**src/rtl/pdm_mic_front.sv**
```systemverilog
module pdm_mic_front #(
  parameter int CTRL_W = 32,
  parameter int PORTS  = 2,
  parameter int DIV_R0 = 12,
  parameter int DIV_R1 = 16,
  parameter int DIV_R2 = 24,
  parameter int DIV_R3 = 48
) (
  input  logic              clk,
  input  logic              rst_n,
  input  logic              cfg_we,
  input  logic [CTRL_W-1:0] cfg_wdata,
  output logic [CTRL_W-1:0] cfg_rdata,
  output logic              mic_clk,
  input  logic [PORTS-1:0]  mic_data,
  output logic [PORTS-1:0]  pcm_left,
  output logic [PORTS-1:0]  pcm_right,
  output logic [PORTS-1:0]  pcm_valid
);
  localparam int CFG_W = 4 + PORTS;
  localparam int CNT_W = $clog2(DIV_R3 + 1);
  localparam logic [CFG_W-1:0] CFG_RST = CFG_W'(2);

  typedef logic [CNT_W-1:0] cnt_t;

  function automatic cnt_t div_of(input logic [1:0] code);
    case (code)
      2'd0:    return cnt_t'(DIV_R0);
      2'd1:    return cnt_t'(DIV_R1);
      2'd2:    return cnt_t'(DIV_R2);
      default: return cnt_t'(DIV_R3);
    endcase
  endfunction

  logic [CFG_W-1:0] ctrl;
  logic             act, clk_q;
  cnt_t             ph;
  logic [1:0]       rate_a, phs_a;

  cnt_t       div_a, half_a, qtr_a, ph_n, k_l, k_r;
  logic [1:0] rate_n, phs_n;
  logic       bound, late_left, cap_l, cap_r, cap_early, cap_late;

  assign div_a  = div_of(rate_a);
  assign half_a = div_a >> 1;
  assign qtr_a  = div_a >> 2;
  assign bound  = !act || (ph == div_a - cnt_t'(1));
  assign ph_n   = bound ? '0 : ph + cnt_t'(1);
  assign rate_n = bound ? ctrl[1:0] : rate_a;
  assign phs_n  = bound ? ctrl[3:2] : phs_a;

  always_comb begin
    case (phs_a)
      2'd0:    begin k_l = '0;              k_r = half_a;         end
      2'd1:    begin k_l = qtr_a;           k_r = half_a + qtr_a; end
      2'd2:    begin k_l = half_a;          k_r = '0;             end
      default: begin k_l = half_a + qtr_a;  k_r = qtr_a;          end
    endcase
  end

  assign late_left = phs_a[1];
  assign cap_l     = act && (ph == k_l + cnt_t'(1));
  assign cap_r     = act && (ph == k_r + cnt_t'(1));
  assign cap_early = late_left ? cap_r : cap_l;
  assign cap_late  = late_left ? cap_l : cap_r;

  always_ff @(posedge clk) begin
    if (!rst_n) begin
      ctrl   <= CFG_RST;
      act    <= 1'b0;
      ph     <= '0;
      rate_a <= 2'd2;
      phs_a  <= 2'd0;
      clk_q  <= 1'b0;
    end else begin
      if (cfg_we) ctrl <= cfg_wdata[CFG_W-1:0];
      act    <= 1'b1;
      ph     <= ph_n;
      rate_a <= rate_n;
      phs_a  <= phs_n;
      clk_q  <= ph_n < (div_of(rate_n) >> 1);
    end
  end

  assign mic_clk   = clk_q;
  assign cfg_rdata = {{(CTRL_W-CFG_W){1'b0}}, ctrl};

  for (genvar p = 0; p < PORTS; p++) begin : g_port
    logic s1, s2, early_q, l_q, r_q, v_q, left_nx;

    assign left_nx = late_left ? s2 : early_q;

    always_ff @(posedge clk) begin
      if (!rst_n) begin
        s1      <= 1'b0;
        s2      <= 1'b0;
        early_q <= 1'b0;
        l_q     <= 1'b0;
        r_q     <= 1'b0;
        v_q     <= 1'b0;
      end else begin
        s1  <= mic_data[p];
        s2  <= s1;
        v_q <= cap_late;
        if (cap_early) early_q <= s2;
        if (cap_late) begin
          l_q <= left_nx;
          r_q <= ctrl[4+p] ? left_nx : (late_left ? early_q : s2);
        end
      end
    end

    assign pcm_left[p]  = l_q;
    assign pcm_right[p] = r_q;
    assign pcm_valid[p] = v_q;
  end
endmodule

```
**config.mk**
```make
export PLATFORM = sky130hd
export DESIGN_NAME = pdm_mic_front
export DESIGN_NICKNAME = d
export VERILOG_FILES = /design/src/rtl/pdm_mic_front.sv
export SDC_FILE = /design/constraint.sdc
export NUM_CORES = 1
export LEC_CHECK = 0
export CORE_UTILIZATION = 40
export DETAILED_ROUTE_END_ITERATION = 7
export HOLD_SLACK_MARGIN = 0.1
export PLACE_DENSITY_LB_ADDON = 0.3
export SETUP_SLACK_MARGIN = 0.15
export SLEW_MARGIN = 0
export SYNTH_ARGS = -nofsm -noshare
export SYNTH_HDL_FRONTEND = slang
export SYNTH_SLANG_ARGS = --single-unit
```
**constraint.sdc**
```tcl
create_clock -name clk -period 9.4 [get_ports clk]
set_clock_uncertainty 0.1 [all_clocks]
set_input_delay 0.94 -clock clk [delete_from_list [all_inputs] [get_ports clk]]
set_output_delay 0.94 -clock clk [all_outputs]
set_load 0.005 [all_outputs]
```
[After elaboration in Yosys (flattened, before gate mapping)]
Cells that the tools add are included.
Storage, ports and cells
  word-level logic and storage cells: 55
  input bits: 37
  bits in registers: 29
Operators by class
  eq/ne operators: 9
  order comparisons: 1
  $add $sub $neg: 5
  multiplexer cells: 16
  reduce and logical (&&, ||, !) cells: 7
Operator list (number)
  $pmux W6 S3: 4
  $add A6 B1 Y6 const B: 3
  $eq A6 B6 Y1: 3
  $mux W6: 2
  $mux W1: 9
  $add A5 B4 Y6: 1
  $eq A2 B1 Y1 const B: 3
  $eq A2 B2 Y1 const B: 3
  $logic_not A2 Y1: 3
  $lt A6 B5 Y1: 1
  $sub A6 B1 Y6 const B: 1
  $logic_and A1 B1 Y1: 2
  $mux W2: 1
  $logic_not A1 Y1: 1
  $logic_or A1 B1 Y1: 1

[Depth between registers and ports, before layout]
  depth after elaboration: 10
  mapped depth: 14

[Worst setup path after synthesis]
OpenSTA, ideal clock, no wires.
  path kind: register to register
  start: register rate_a[1]
  end: register g_port[0].early_q
  stages on the path, launching flop included: 15
  path slack: 6448 ps
  clock period less this slack: 2952 ps
  data arrival time: 2727 ps
  path through: dfxtp_1 > buf_2 > buf_2 > or2_1 > ha_1 > mux2i_1 > a22o_1 > ha_1 > xor2_1 > a41oi_1 > and4_1 > o21ai_1 > nor4b_4 > mux2i_2 > mux2i_1
Between the ends
  longest elaborated chain between the ends: 8
  elaborated cells on any way between the ends: 14
RTL lines
  start: declaration: line 38  | logic [1:0] rate_a, phs_a;
  start signal: assignment: line 79  | rate_a <= rate_n;
  $eq A2 B2 Y1, or another cell as far along: line 27  | case (code)
  $pmux W6 S3 (*): line 27
  $add A5 B4 Y6: line 55, 57
  $pmux W6 S3: line 53  | case (phs_a)
  $add A6 B1 Y6, on equally long branches: line 62, 63
  $eq A6 B6 Y1, on equally long branches: line 62, 63
  $logic_and A1 B1 Y1, on equally long branches: line 62, 63
  $mux W1 (*): line 64  | assign cap_early = late_left ? cap_r : cap_l;
  end signal: assignment: line 97  | early_q <= 1'b0;
  end signal: assignment: line 105  | if (cap_early) early_q <= s2;
  end: declaration: line 89  | logic s1, s2, early_q, l_q, r_q, v_q, left_nx;
Mark *: on every way between the ends. The rest lies on a longest branch, timed or not.
A chain may end at the register's enable or synchronous reset.

[Worst setup path in the final report]
  start: register rate_a[1]
  end: register g_port[1].early_q
Between the ends
  longest elaborated chain between the ends: 8
  elaborated cells on any way between the ends: 14
RTL lines (line)
  $eq A2 B2 Y1, or another cell as far along: 27
  $pmux W6 S3 (*): 27
  $add A5 B4 Y6: 55, 57
  $pmux W6 S3: 53
  $add A6 B1 Y6, on equally long branches: 62, 63
  $eq A6 B6 Y1, on equally long branches: 62, 63
  $logic_and A1 B1 Y1, on equally long branches: 62, 63
  $mux W1 (*): 64
  end signal: assignment: 97
  end signal: assignment: 105
  end: declaration: 89
Marked as above.

==> out/results.txt <==
The largest total area in the synthesized netlist belongs to sky130_fd_sc_hd__dfxtp_1. The CTS clock-pin slew for the worst setup and hold paths came out at 0.06 ns. In the final routing, the length of wire on met1 measures 1.66 mm. Number of vias per cell: 4.68. Leaving out fill and tap cells, the most frequent cell in the layout is sky130_fd_sc_hd__dfxtp_1. Worst slew margin relative to its limit: 33.6%.

Hold is met by 0.335 ns. After detailed placement, the total cell area comes to 2230 um^2. For this run, asynchronously set or reset flops after synthesis account for 0%.

The number of different library cells in the post-synthesis netlist is 53. The final RePlAce weighted congestion is 0.751. Wire segments on met3 add up to 125 um in the final route. The worst register-to-register path has a depth of 12. Data arrives at the worst endpoint at 3.45 ns. In this run the standard cell core region covers 5110 um^2.

The HPWL after detailed placement is 2.58 mm. For this run, the detailed router's first-pass iteration total came to 4. In this run the post-CTS setup repair buffer count came out at 0.

For the area of the mapped netlist, the log shows 2130 um^2. Setup slack on the worst reg-to-reg path comes out at 6.02 ns. IR analysis of the VDD net gives a maximum drop of 0.0963 mV.

The final-report max-slew violation count was 0; the post-route setup TNS was 0 ns. The tools report the final core utilization as 45.2%. 76 I/O pins were placed.

Wire segments on met2 add up to 1.67 mm in the final route. For the count of final setup violators, the log shows 0. Setup repair after global routing left no endpoint under its margin. Relative to the synthesized area, the layout overhead comes to 8.39%. Summed over all cells, the static leakage comes to 0.959 nW. The post-route fraction of the period consumed by the critical path was 36.0%. The min-delay analysis places its worst path in the category reg2reg. The first global-routing pass estimated 6.06 mm of wire. Once layout is done, the placed cells without fillers occupy 2310 um^2. For this design, the CTS-stage hold fixing added 0 buffers.

The run gives 0 as the remaining antenna violation count. For the number of antenna violations at the first check in global routing, the log shows 0. Source-to-sink clock delay at the later pin of the worst-skew pair: 0.28 ns. Entering global routing, the biggest net connects 36 pins. The type of the worst setup path was reg2reg. Leaving out fill and tap cells, the most frequent cells in the layout are 29 x sky130_fd_sc_hd__dfxtp_1, 26 x sky130_fd_sc_hd__conb_1, 23 x sky130_fd_sc_hd__clkdlybuf4s50_1. At the pin with the least slew margin, the transition time is 0.992 ns. The wire length after detailed routing is 3.56 mm.

The flow ran to the end, and the final reports show no timing, DRC or antenna violations. The capturing element type of the critical path was a flop. For the max-capacitance violation count, the log shows 0.

The post-cts sizing count is 0. In the final layout, the share of cells above drive strength 1 is 8.00%. Yosys attributes the largest share of cell area to sky130_fd_sc_hd__dfxtp_1 27%, sky130_fd_sc_hd__buf_4 12%, sky130_fd_sc_hd__mux2i_1 8.0%. Across every metal layer, demand over resource in global routing totals 14.2%.

Routed signal wires occupy layers up through met4. The worst register-to-register path begins at rate_a[1]. After the last flow step, the layout net total stands at 294.

Detailed routing inserted a total of 1498 vias. The post-synthesis sequential element count came out at 29. The mean area per synthesized cell is 8.85 um^2.

The width of the chip works out to 75.0 um. The total overflow left after global routing is 0. TritonCTS built the clock tree. The antenna diode count is 0.

Root buffer selected by CTS: sky130_fd_sc_hd__clkbuf_8. The post-detailed-route wirelength per cell was 11.1 um. The die covers 5630 um^2. For this run, the leading register cell type out of synthesis is sky130_fd_sc_hd__dfxtp_1. For this configuration, the core starts out at a cell density of 41.7%. The share of the synthesized area in the top cell type works out to 27.2%. The clock passes through at most 2 buffers. The tools report the terminating pin of the worst hold path as g_port[1].s2. The tools report the initial detailed-routing violation count as 34. For this run, the top clock speed supported by timing is 0.296 GHz. The worst register-to-register path ends at g_port[1].early_q. The worst setup path is launched from a flop. Buffers placed on the I/O ports in this run total 23.

The critical path data required time was 9.46 ns. The CTS H-tree depth was 2. During synthesis, Yosys emitted a total of 0 warnings.

The instance count of the mapped netlist is 241, and the instance count along the most critical hold path is 1. The post-layout minimum cycle time was 3.38 ns; the number of remaining DRC errors was 0. TritonCTS created 5 clock buffers.

The tools report the row count as 26. The hold violation total from the final report is 0, and the number of enable-type register cells in the synthesized netlist is 0. The sequential element share of the synthesized area is 27.2%. In this run the most critical hold path is launched from g_port[1].s1. The die is 75.0 um tall. The ratio of total power to cell area was 115 nW/um^2; the number of clock sinks seen by CTS was 29. In this run the worst path has a maximum fanout of 18. The number of global-route vias before repair is 1301.
where the power goes:
group | internal (mW) | switching (mW) | total [mW] | leakage [nW]
combinational | 0.0196 | 0.0181 | 0.0376 | 0.683
clock | 0.0524 | 0.0442 | 0.0967 | 0.0395
sequential | 0.127 | 0.00485 | 0.132 | 0.237
routing by layer:
metal | up-vias | global-route usage (%)
met4 | 0 | 7.13
met3 | 9 | 2.81
met1 | 664 | 17.6
met2 | 41 | 23.6
li1 | 784 | -
met5 | - | 0
logic make-up (layout without fill, tap and decap cells):
family | Yosys count | after routing | share of synthesized area (%)
muxes | 22 | 22 | 10.7
other | 1 | 26 | 0.176
AOI/OAI and AO/OA | 32 | 32 | 12.2
DFF | 29 | 29 | 27.2
xor gates and xnor gates | 14 | 14 | 5.75
buffers and inverters | 50 | 34 | 15.4
and+or+nand+nor | 84 | 84 | 23.4
adders and majority gates | 9 | 9 | 5.16
synth_stat cells, types with 2 or more instances:
master,count
sky130_fd_sc_hd__ha_1,8
sky130_fd_sc_hd__o21ai_0,9
sky130_fd_sc_hd__or2_1,3
sky130_fd_sc_hd__dfxtp_1,29
sky130_fd_sc_hd__buf_2,7
sky130_fd_sc_hd__nand3_1,6
sky130_fd_sc_hd__nand3b_1,2
sky130_fd_sc_hd__a211oi_2,2
sky130_fd_sc_hd__and2_1,9
sky130_fd_sc_hd__a21oi_1,2
sky130_fd_sc_hd__nor2_1,10
sky130_fd_sc_hd__and3_1,5
sky130_fd_sc_hd__mux2_2,4
sky130_fd_sc_hd__buf_4,35
sky130_fd_sc_hd__nand2_1,20
sky130_fd_sc_hd__or3_1,2
sky130_fd_sc_hd__inv_1,2
sky130_fd_sc_hd__and4_1,2
sky130_fd_sc_hd__clkbuf_1,6
sky130_fd_sc_hd__xor2_1,5
sky130_fd_sc_hd__xnor2_1,9
sky130_fd_sc_hd__a21o_1,2
sky130_fd_sc_hd__mux2i_1,17
sky130_fd_sc_hd__nand2b_1,5
sky130_fd_sc_hd__o31ai_1,2
sky130_fd_sc_hd__nor2b_1,10
sky130_fd_sc_hd__nand4b_1,2
metrics by stage:
stage | power (mW) | instances | worst slack [ns]
finish | 0.266 | 320 | 6.02
global route | 0.280 | 320 | 5.80
CTS | 0.270 | 320 | 6.04
detailed placement | 0.172 | 312 | 6.05
global placement | 0.172 | 312 | 6.06
floorplan | 0.168 | 266 | 6.45
worst max-delay path: stages, from the launching register on:
cell and delay, ns:
sky130_fd_sc_hd__dfxtp_1 0.75, sky130_fd_sc_hd__or2_1 0.28, sky130_fd_sc_hd__ha_1 0.20, sky130_fd_sc_hd__mux2i_1 0.07, sky130_fd_sc_hd__a22o_1 0.24, sky130_fd_sc_hd__ha_1 0.29
sky130_fd_sc_hd__xor2_1 0.16, sky130_fd_sc_hd__a41oi_1 0.16, sky130_fd_sc_hd__and4_1 0.20, sky130_fd_sc_hd__o21ai_1 0.13, sky130_fd_sc_hd__nor4b_4 0.37, sky130_fd_sc_hd__mux2i_2 0.16
sky130_fd_sc_hd__mux2i_1 0.14
worst max-delay path by stage:
stage / slack (ns) / end / startpoint / depth (start not counted)
after global routing: 5.80 / g_port[1].r_q / rate_a[1] / 12
after detailed placement: 6.05 / g_port[1].early_q / rate_a[1] / 12
final: 6.02 / g_port[1].early_q / rate_a[1] / 12
after global placement: 6.06 / g_port[0].early_q / rate_a[1] / 12
after CTS: 6.04 / g_port[1].early_q / rate_a[1] / 12
after floorplan: 6.45 / g_port[0].early_q / rate_a[1] / 14
area by class of cell:
type | count | area [um^2]
tap | 70 | 87.6
sequential | 29 | 581
timing repair buffer | 24 | 238
fill | 532 | 2800
clock buffer | 8 | 80.1
multi-input combinational | 187 | 1320
inverter | 2 | 7.51
state kept, by name (all words and copies together), names as in the netlist:
| name | count |
|---|---|
| g_port.r_q | 2 |
| rate_a | 2 |
| g_port.s2 | 2 |
| mic_clk | 1 |
| phs_a | 2 |
| ctrl | 6 |
| g_port.v_q | 1 |
| g_port.l_q | 2 |
| act | 1 |
| g_port.s1 | 2 |
| ph | 6 |
| g_port.early_q | 2 |
Power figures use the tool's default switching activity.
